### src/rtl/bbp_pkg.sv
`timescale 1ns/1ps
package bbp_pkg;

    typedef enum logic {
        GEN_IDLE = 1'b0,
        GEN_RUN  = 1'b1
    } gen_mode_e;

endpackage

### src/rtl/bbp_history.sv
`timescale 1ns/1ps
// Shift queue holding the most recent branch addresses; index 0 is the oldest.
module bbp_history #(
    parameter int DEPTH = 5,
    parameter int AW    = 32
) (
    input  logic          clk,
    input  logic          rst_n,
    input  logic          push,
    input  logic [AW-1:0] push_pc,
    output logic          head_valid,
    output logic [AW-1:0] head_pc
);

    typedef struct {
        logic [AW-1:0]    pc [DEPTH];
        logic [DEPTH-1:0] vld;
    } hist_t;

    hist_t st_q, st_d;

    always_comb begin
        st_d = st_q;
        if (push) begin
            for (int i = 0; i < DEPTH - 1; i++) begin
                st_d.pc[i] = st_q.pc[i+1];
            end
            st_d.pc[DEPTH-1] = push_pc;
            st_d.vld = {1'b1, st_q.vld[DEPTH-1:1]};
        end
    end

    always_ff @(posedge clk) begin
        if (!rst_n) begin
            for (int i = 0; i < DEPTH; i++) begin
                st_q.pc[i] <= '0;
            end
            st_q.vld <= '0;
        end else begin
            st_q <= st_d;
        end
    end

    assign head_valid = st_q.vld[0];
    assign head_pc    = st_q.pc[0];

endmodule

### src/rtl/bbp_table.sv
`timescale 1ns/1ps
// Fully associative link table: branch address -> (start line, length).
module bbp_table #(
    parameter int N_ENT = 16,
    parameter int AW    = 32,
    parameter int LW    = 27,
    parameter int LEN_W = 4
) (
    input  logic             clk,
    input  logic             rst_n,
    input  logic [AW-1:0]    look_pc,
    output logic             look_hit,
    output logic [LW-1:0]    look_start,
    output logic [LEN_W-1:0] look_len,
    input  logic             wr_en,
    input  logic [AW-1:0]    wr_tag,
    input  logic [LW-1:0]    wr_start,
    input  logic [LEN_W-1:0] wr_len
);

    localparam int IDX_W = (N_ENT > 1) ? $clog2(N_ENT) : 1;

    typedef struct {
        logic [N_ENT-1:0] vld;
        logic [AW-1:0]    tag   [N_ENT];
        logic [LW-1:0]    start [N_ENT];
        logic [LEN_W-1:0] len   [N_ENT];
        logic [IDX_W-1:0] rr;
    } tbl_t;

    tbl_t st_q, st_d;

    logic [N_ENT-1:0] look_match;
    logic [N_ENT-1:0] wr_match;

    for (genvar g = 0; g < N_ENT; g++) begin : g_cmp
        assign look_match[g] = st_q.vld[g] && (st_q.tag[g] == look_pc);
        assign wr_match[g]   = st_q.vld[g] && (st_q.tag[g] == wr_tag);
    end

    // Read port: reflects the table before this cycle's write.
    always_comb begin
        look_hit   = 1'b0;
        look_start = '0;
        look_len   = '0;
        for (int i = 0; i < N_ENT; i++) begin
            if (look_match[i] && !look_hit) begin
                look_hit   = 1'b1;
                look_start = st_q.start[i];
                look_len   = st_q.len[i];
            end
        end
    end

    logic             wr_found;
    logic [IDX_W-1:0] wr_idx;

    always_comb begin
        wr_found = 1'b0;
        wr_idx   = st_q.rr;
        for (int i = 0; i < N_ENT; i++) begin
            if (wr_match[i] && !wr_found) begin
                wr_found = 1'b1;
                wr_idx   = IDX_W'(i);
            end
        end
    end

    always_comb begin
        st_d = st_q;
        if (wr_en) begin
            st_d.vld[wr_idx]   = 1'b1;
            st_d.tag[wr_idx]   = wr_tag;
            st_d.start[wr_idx] = wr_start;
            st_d.len[wr_idx]   = wr_len;
            if (!wr_found) begin
                st_d.rr = (st_q.rr == IDX_W'(N_ENT - 1)) ? '0 : st_q.rr + 1'b1;
            end
        end
    end

    always_ff @(posedge clk) begin
        if (!rst_n) begin
            st_q.vld <= '0;
            for (int i = 0; i < N_ENT; i++) begin
                st_q.tag[i]   <= '0;
                st_q.start[i] <= '0;
                st_q.len[i]   <= '0;
            end
            st_q.rr <= '0;
        end else begin
            st_q <= st_d;
        end
    end

endmodule

### src/rtl/bbp_reqgen.sv
`timescale 1ns/1ps
// Walks a linked block one line per cycle, dropping probed-out lines.
module bbp_reqgen
    import bbp_pkg::*;
#(
    parameter int LW    = 27,
    parameter int LEN_W = 4
) (
    input  logic             clk,
    input  logic             rst_n,
    input  logic             load,
    input  logic [LW-1:0]    load_line,
    input  logic [LEN_W-1:0] load_len,
    input  logic             probe_cached,
    input  logic             probe_confirmed,
    output logic             pf_valid,
    input  logic             pf_ready,
    output logic [LW-1:0]    pf_line
);

    typedef struct packed {
        gen_mode_e        mode;
        logic [LW-1:0]    line;
        logic [LEN_W-1:0] left;
    } gen_t;

    gen_t st_q, st_d;

    logic running;
    logic drop;
    logic step;

    assign running  = (st_q.mode == GEN_RUN);
    assign drop     = probe_cached || !probe_confirmed;
    assign pf_valid = running && !drop;
    assign pf_line  = st_q.line;
    assign step     = running && (drop || pf_ready);

    always_comb begin
        st_d = st_q;
        if (load) begin
            st_d.mode = GEN_RUN;
            st_d.line = load_line;
            st_d.left = load_len;
        end else if (step) begin
            st_d.line = st_q.line + 1'b1;
            st_d.left = st_q.left - 1'b1;
            if (st_q.left <= LEN_W'(1)) begin
                st_d.mode = GEN_IDLE;
            end
        end
    end

    always_ff @(posedge clk) begin
        if (!rst_n) begin
            st_q <= '{mode: GEN_IDLE, line: '0, left: '0};
        end else begin
            st_q <= st_d;
        end
    end

endmodule

### src/rtl/branch_block_prefetcher.sv
`timescale 1ns/1ps
module branch_block_prefetcher #(
    parameter int AW       = 32,
    parameter int LINE_OFF = 5,
    parameter int HIST_N   = 5,
    parameter int TBL_N    = 16,
    parameter int LEN_W    = 4
) (
    input  logic                   clk,
    input  logic                   rst_n,
    input  logic                   br_valid,
    input  logic [AW-1:0]          br_pc,
    input  logic [AW-1:0]          br_next_pc,
    input  logic                   line_ref,
    input  logic                   miss_in,
    input  logic                   probe_cached,
    input  logic                   probe_confirmed,
    output logic                   pf_valid,
    input  logic                   pf_ready,
    output logic [AW-LINE_OFF-1:0] pf_line
);

    localparam int LW = AW - LINE_OFF;

    typedef struct packed {
        logic [LW-1:0]    start;
        logic [LEN_W-1:0] len;
        logic             miss;
    } track_t;

    track_t tr_q, tr_d;

    logic [LW-1:0]    start_q;
    logic [LEN_W-1:0] len_q;
    logic             miss_q;

    assign start_q = tr_q.start;
    assign len_q   = tr_q.len;
    assign miss_q  = tr_q.miss;

    always_comb begin
        tr_d = tr_q;
        if (br_valid) begin
            tr_d.start = br_next_pc[AW-1:LINE_OFF];
            tr_d.len   = LEN_W'(1);
            tr_d.miss  = miss_in;
        end else begin
            if (line_ref && (tr_q.len != '1)) begin
                tr_d.len = tr_q.len + 1'b1;
            end
            if (miss_in) begin
                tr_d.miss = 1'b1;
            end
        end
    end

    always_ff @(posedge clk) begin
        if (!rst_n) begin
            tr_q <= '{start: '0, len: '0, miss: 1'b0};
        end else begin
            tr_q <= tr_d;
        end
    end

    logic          head_valid;
    logic [AW-1:0] head_pc;

    bbp_history #(
        .DEPTH (HIST_N),
        .AW    (AW)
    ) u_hist (
        .clk        (clk),
        .rst_n      (rst_n),
        .push       (br_valid),
        .push_pc    (br_pc),
        .head_valid (head_valid),
        .head_pc    (head_pc)
    );

    logic             look_hit;
    logic [LW-1:0]    look_start;
    logic [LEN_W-1:0] look_len;
    logic             link_wr;

    assign link_wr = br_valid && miss_q && head_valid;

    bbp_table #(
        .N_ENT (TBL_N),
        .AW    (AW),
        .LW    (LW),
        .LEN_W (LEN_W)
    ) u_table (
        .clk        (clk),
        .rst_n      (rst_n),
        .look_pc    (br_pc),
        .look_hit   (look_hit),
        .look_start (look_start),
        .look_len   (look_len),
        .wr_en      (link_wr),
        .wr_tag     (head_pc),
        .wr_start   (start_q),
        .wr_len     (len_q)
    );

    bbp_reqgen #(
        .LW    (LW),
        .LEN_W (LEN_W)
    ) u_gen (
        .clk             (clk),
        .rst_n           (rst_n),
        .load            (br_valid && look_hit),
        .load_line       (look_start),
        .load_len        (look_len),
        .probe_cached    (probe_cached),
        .probe_confirmed (probe_confirmed),
        .pf_valid        (pf_valid),
        .pf_ready        (pf_ready),
        .pf_line         (pf_line)
    );

endmodule

### config.mk
export PLATFORM = sky130hd
export DESIGN_NAME = branch_block_prefetcher
export DESIGN_NICKNAME = d
export VERILOG_FILES = /design/src/rtl/bbp_pkg.sv /design/src/rtl/bbp_history.sv /design/src/rtl/bbp_table.sv /design/src/rtl/bbp_reqgen.sv /design/src/rtl/branch_block_prefetcher.sv
export SDC_FILE = /design/constraint.sdc
export NUM_CORES = 2
export LEC_CHECK = 0
export ABC_AREA = 1
export BUFFER_PORTS_ARGS = -buffer_cell sky130_fd_sc_hd__buf_2
export CORE_ASPECT_RATIO = 0.6
export CORE_MARGIN = 4
export CORE_UTILIZATION = 35
export CTS_CLUSTER_DIAMETER = 100
export DETAILED_ROUTE_END_ITERATION = 10
export SLEW_MARGIN = 20
export SYNTH_ARGS = -nofsm -noshare
export SYNTH_HDL_FRONTEND = slang
export SYNTH_SLANG_ARGS = --single-unit
### constraint.sdc
create_clock -name clk -period 4.43 [get_ports clk]
set_clock_uncertainty 0.2 [all_clocks]
set_input_delay 0.443 -clock clk [delete_from_list [all_inputs] [get_ports clk]]
set_output_delay 0.443 -clock clk [all_outputs]
set_load 0.005 [all_outputs]
==> impl_metrics.toml <==
[floorplan]
core_area_mm2 = 0.1938
boundaryPins = 100
dieArea_mm2 = 0.2025
initial_core_util_pct = 35.24
dieWidth_um = 578.2
row_count = 125
fp.dieH_um = 350.1

[grt]
grt_pass1_vias = 65290
track_usage_pct = 31.99
grt_max_degree = 221
overflow = 0
met3_usage_pct = 13.65
grt_use_met2_pct = 39.50
grt_pass1_wl_mm = 475.3
use_met1_pct = 48.02
antenna_found_initial = 27
busiest_layer = "met1"

[sta]
setup_viol = 0
rsz0062_at_grt = "false"
fin_crit_sh_pct = 98.14
worst_slew_pin_slew_ps = 1234
slew_viol_final = 0
layout_min_cycle_time_ps = 4348
hold_violations = 0
max_freq_mhz = 230.0
timing.final.ws_setup_ps = 82.29
slew_headroom_pct = 17.76

[place]
place_inst = 13310
pre_cts_slack_ps = -118.4
place_congestion = 1.022
port-buffer-count = 94
dpl_cell_area_mm2 = 0.07434
hpwl_mm = 233.0

[yosys]
synth_area_mm2 = 0.06829
synthDistinctLibCells = 64
synth-edff-count = 0
yosysSeqAreaShare_pct = 36.85
yosysWarnings = 0
synth_top_flop_cell = "dfxtp_1"
avgSynthCellArea_um2 = 6.244
async_flop_share_pct = 0
syn-num-nets = 11010
ys_ff_latch = 1257
syn_inst = 10940

[pwr]
switching_share_pct = 28.27
p_clk_share_pct = 45.5
ir_drop_uv = 234.2
p_leak_nw = 38.12
p_seq_share_pct = 43.8
total_power_mw = 26.68
combPwrFrac_pct = 10.7
intPower_mw = 19.13
power.switching_mw = 7.542
power_density_mw_per_mm2 = 336.0

[min_path]
hold_path_class = "in2reg"
hold_start = "br_pc[16]"
min_delay_worst_endpoint = "u_hist.st_q[21]"
holdPathStages = 3

[setup_path]
worst-path-stages = 19
r2r-start = "u_hist.head_pc[7]"
critPathArrivalTime_ps = 4820
critPathKind = "reg2reg"
worst_setup_path_end_kind = "flop"
cp_top_family = "simple AND/OR/NAND/NOR gates"
worstPathRequired_ps = 4910
critPathLaunchType = "flop"
crit_chain = "inv_2, buf_12, buf_12, o22ai_1, nor2_1, o2111ai_1, nor4_1, nand4_1, nor2_2, buf_4, o211ai_4, buf_4, nand2_4, nand3_2, nor2_4, inv_2, buf_12, nor2_1, nor2_1"
reg2reg_depth = 19
cp_slowest_stage_delay_ps = 340
crit_fanout = 33
cpMaxStageDelayCell = "dfxtp_1"
critPathBufInv = 7
worstReg2RegEnd = "u_table.st_q[532]"
rrSetupSlack_ps = 80

[clock_tree]
numCtsBuffers = 142
cts_setup_buffers = 0
clock_latency_ps = 820
clockBufferDepth = 4
cts_tree = "built"
clk_pin_slew_ps = 70
clkSinkCount = 1257
ctsRootBufferMaster = "clkbuf_16"
cts_max_level = 4

[detailed_routing]
vias = 75430
viasPerCell = 5.542
drtPass1Iterations = 11
drtIter0Drc = 12580
drc = 18
ant_nets = 0
drt-total-wl_mm = 339.7
wl_per_cell_um = 24.96

[layout]
fin_area_mm2 = 0.07940
final_layout_size_suffix_gt1_share_pct = 8.847
fin_cells = 13610
areaGrowthSynthToFinish_pct = 16.27
mostFrequentLayoutCell = "nor2_1"
layout_common_cells = "2667 x nor2_1, 2549 x nand2_1, 1224 x dfxtp_1, 1020 x inv_1, 489 x o21ai_0"
nNetsFinal = 10970
final_util_pct = 40.97

[outcome]
outcome = "finished with violations"
failed_checks = "design-rule violations"

[job]
max-cap-violations = 0
-- Yosys cell counts (16+ instances only) --
master	number	share of area [%]
a21oi_1	142	1.0
buf_1	81	0.45
buf_2	264	1.9
buf_4	68	0.75
buf_6	16	0.26
clkbuf_1	413	2.3
dfxtp_1	1257	37
inv_1	1022	5.6
inv_2	52	0.29
nand2_1	2551	14
nand3_1	296	2.2
nand3b_1	17	0.19
nand4_1	181	1.7
nor2_1	2671	15
nor3_1	246	1.8
nor4_1	63	0.58
o2111ai_1	17	0.22
o211ai_1	16	0.18
o21ai_0	490	3.6
o21ai_1	81	0.59
o21bai_1	191	2.1
o22ai_1	406	3.7
xnor2_1	155	2.0
xor2_1	108	1.4
-- logic make-up after synthesis --
group,Yosys count,share of synthesized area [%]
buffers and inverters,1923,11.61
XOR/XNOR,263,3.373
adder cells (fa/ha/maj),5,0.09161
AND/OR/NAND/NOR,6098,36.00
flip-flops,1257,36.85
AO/OA/AOI/OAI,1391,12.08
-- how the worst max path moves through the flow --
| stage | from | to |
|---|---|---|
| after floorplan | br_pc[23] | u_gen.pf_line[24] |
| after global placement | br_pc[17] | u_gen.pf_line[8] |
| after detailed placement | br_pc[17] | u_gen.pf_line[8] |
| after CTS | u_hist.head_pc[8] | u_table.st_q[77] |
| after global routing | u_hist.head_pc[11] | u_table.st_q[638] |
| final | u_hist.head_pc[7] | u_table.st_q[532] |
-- worst min-delay path: stages --
cell and delay, ps:
buf_2 140, inv_1 250, a21oi_1 210
-- layout make-up --
type | instances | area [um^2]
fill | 20130 | 114400
tap | 2603 | 3257
timing repair buffer | 652 | 6875
clock buffer | 200 | 4075
antenna | 19 | 47.55
clock inverter | 42 | 494.2
inverter | 1079 | 4071
multi-input combinational | 7757 | 35360
sequential | 1257 | 25220
-- layer usage --
metal	wire length [um]	up-vias
met5	652	-
met4	12300	26
met3	55020	793
met2	119900	5156
met1	151900	35260
li1	-	34190
-- metrics by stage --
step	TNS, ps	hold WS (ps)
floorplan	0	235.1
global placement	-3424	252.7
detailed placement	-1589	255.2
CTS	0	4.169
global route	0	47.00
finish	0	56.93
-- power by group through the flow --
stage	Clock (mW)	Sequential, mW	Combinational (mW)
floorplan	0	11.7	1.23
global placement	0	11.9	2.60
detailed placement	0	11.9	2.60
CTS	12.3	11.7	2.63
global route	12.7	11.7	2.83
finish	12.1	11.7	2.85
-- state kept, by name, indices dropped and copies added (netlist names), 4 cells and up --
register and cells:
len_q 4, u_gen.st_q 4, u_gen.pf_line 27, start_q 27
u_hist.st_q 132, u_hist.head_pc 32, u_table.st_q 1028
-- repair_timing --
item,4_1_cts,5_1_grt
endpoints found under the setup margin,0,876
resized for setup,0,17
hold buffers,39,0
hold endpoints to repair,91,0
No activity file was read; power rests on OpenSTA's default activity.
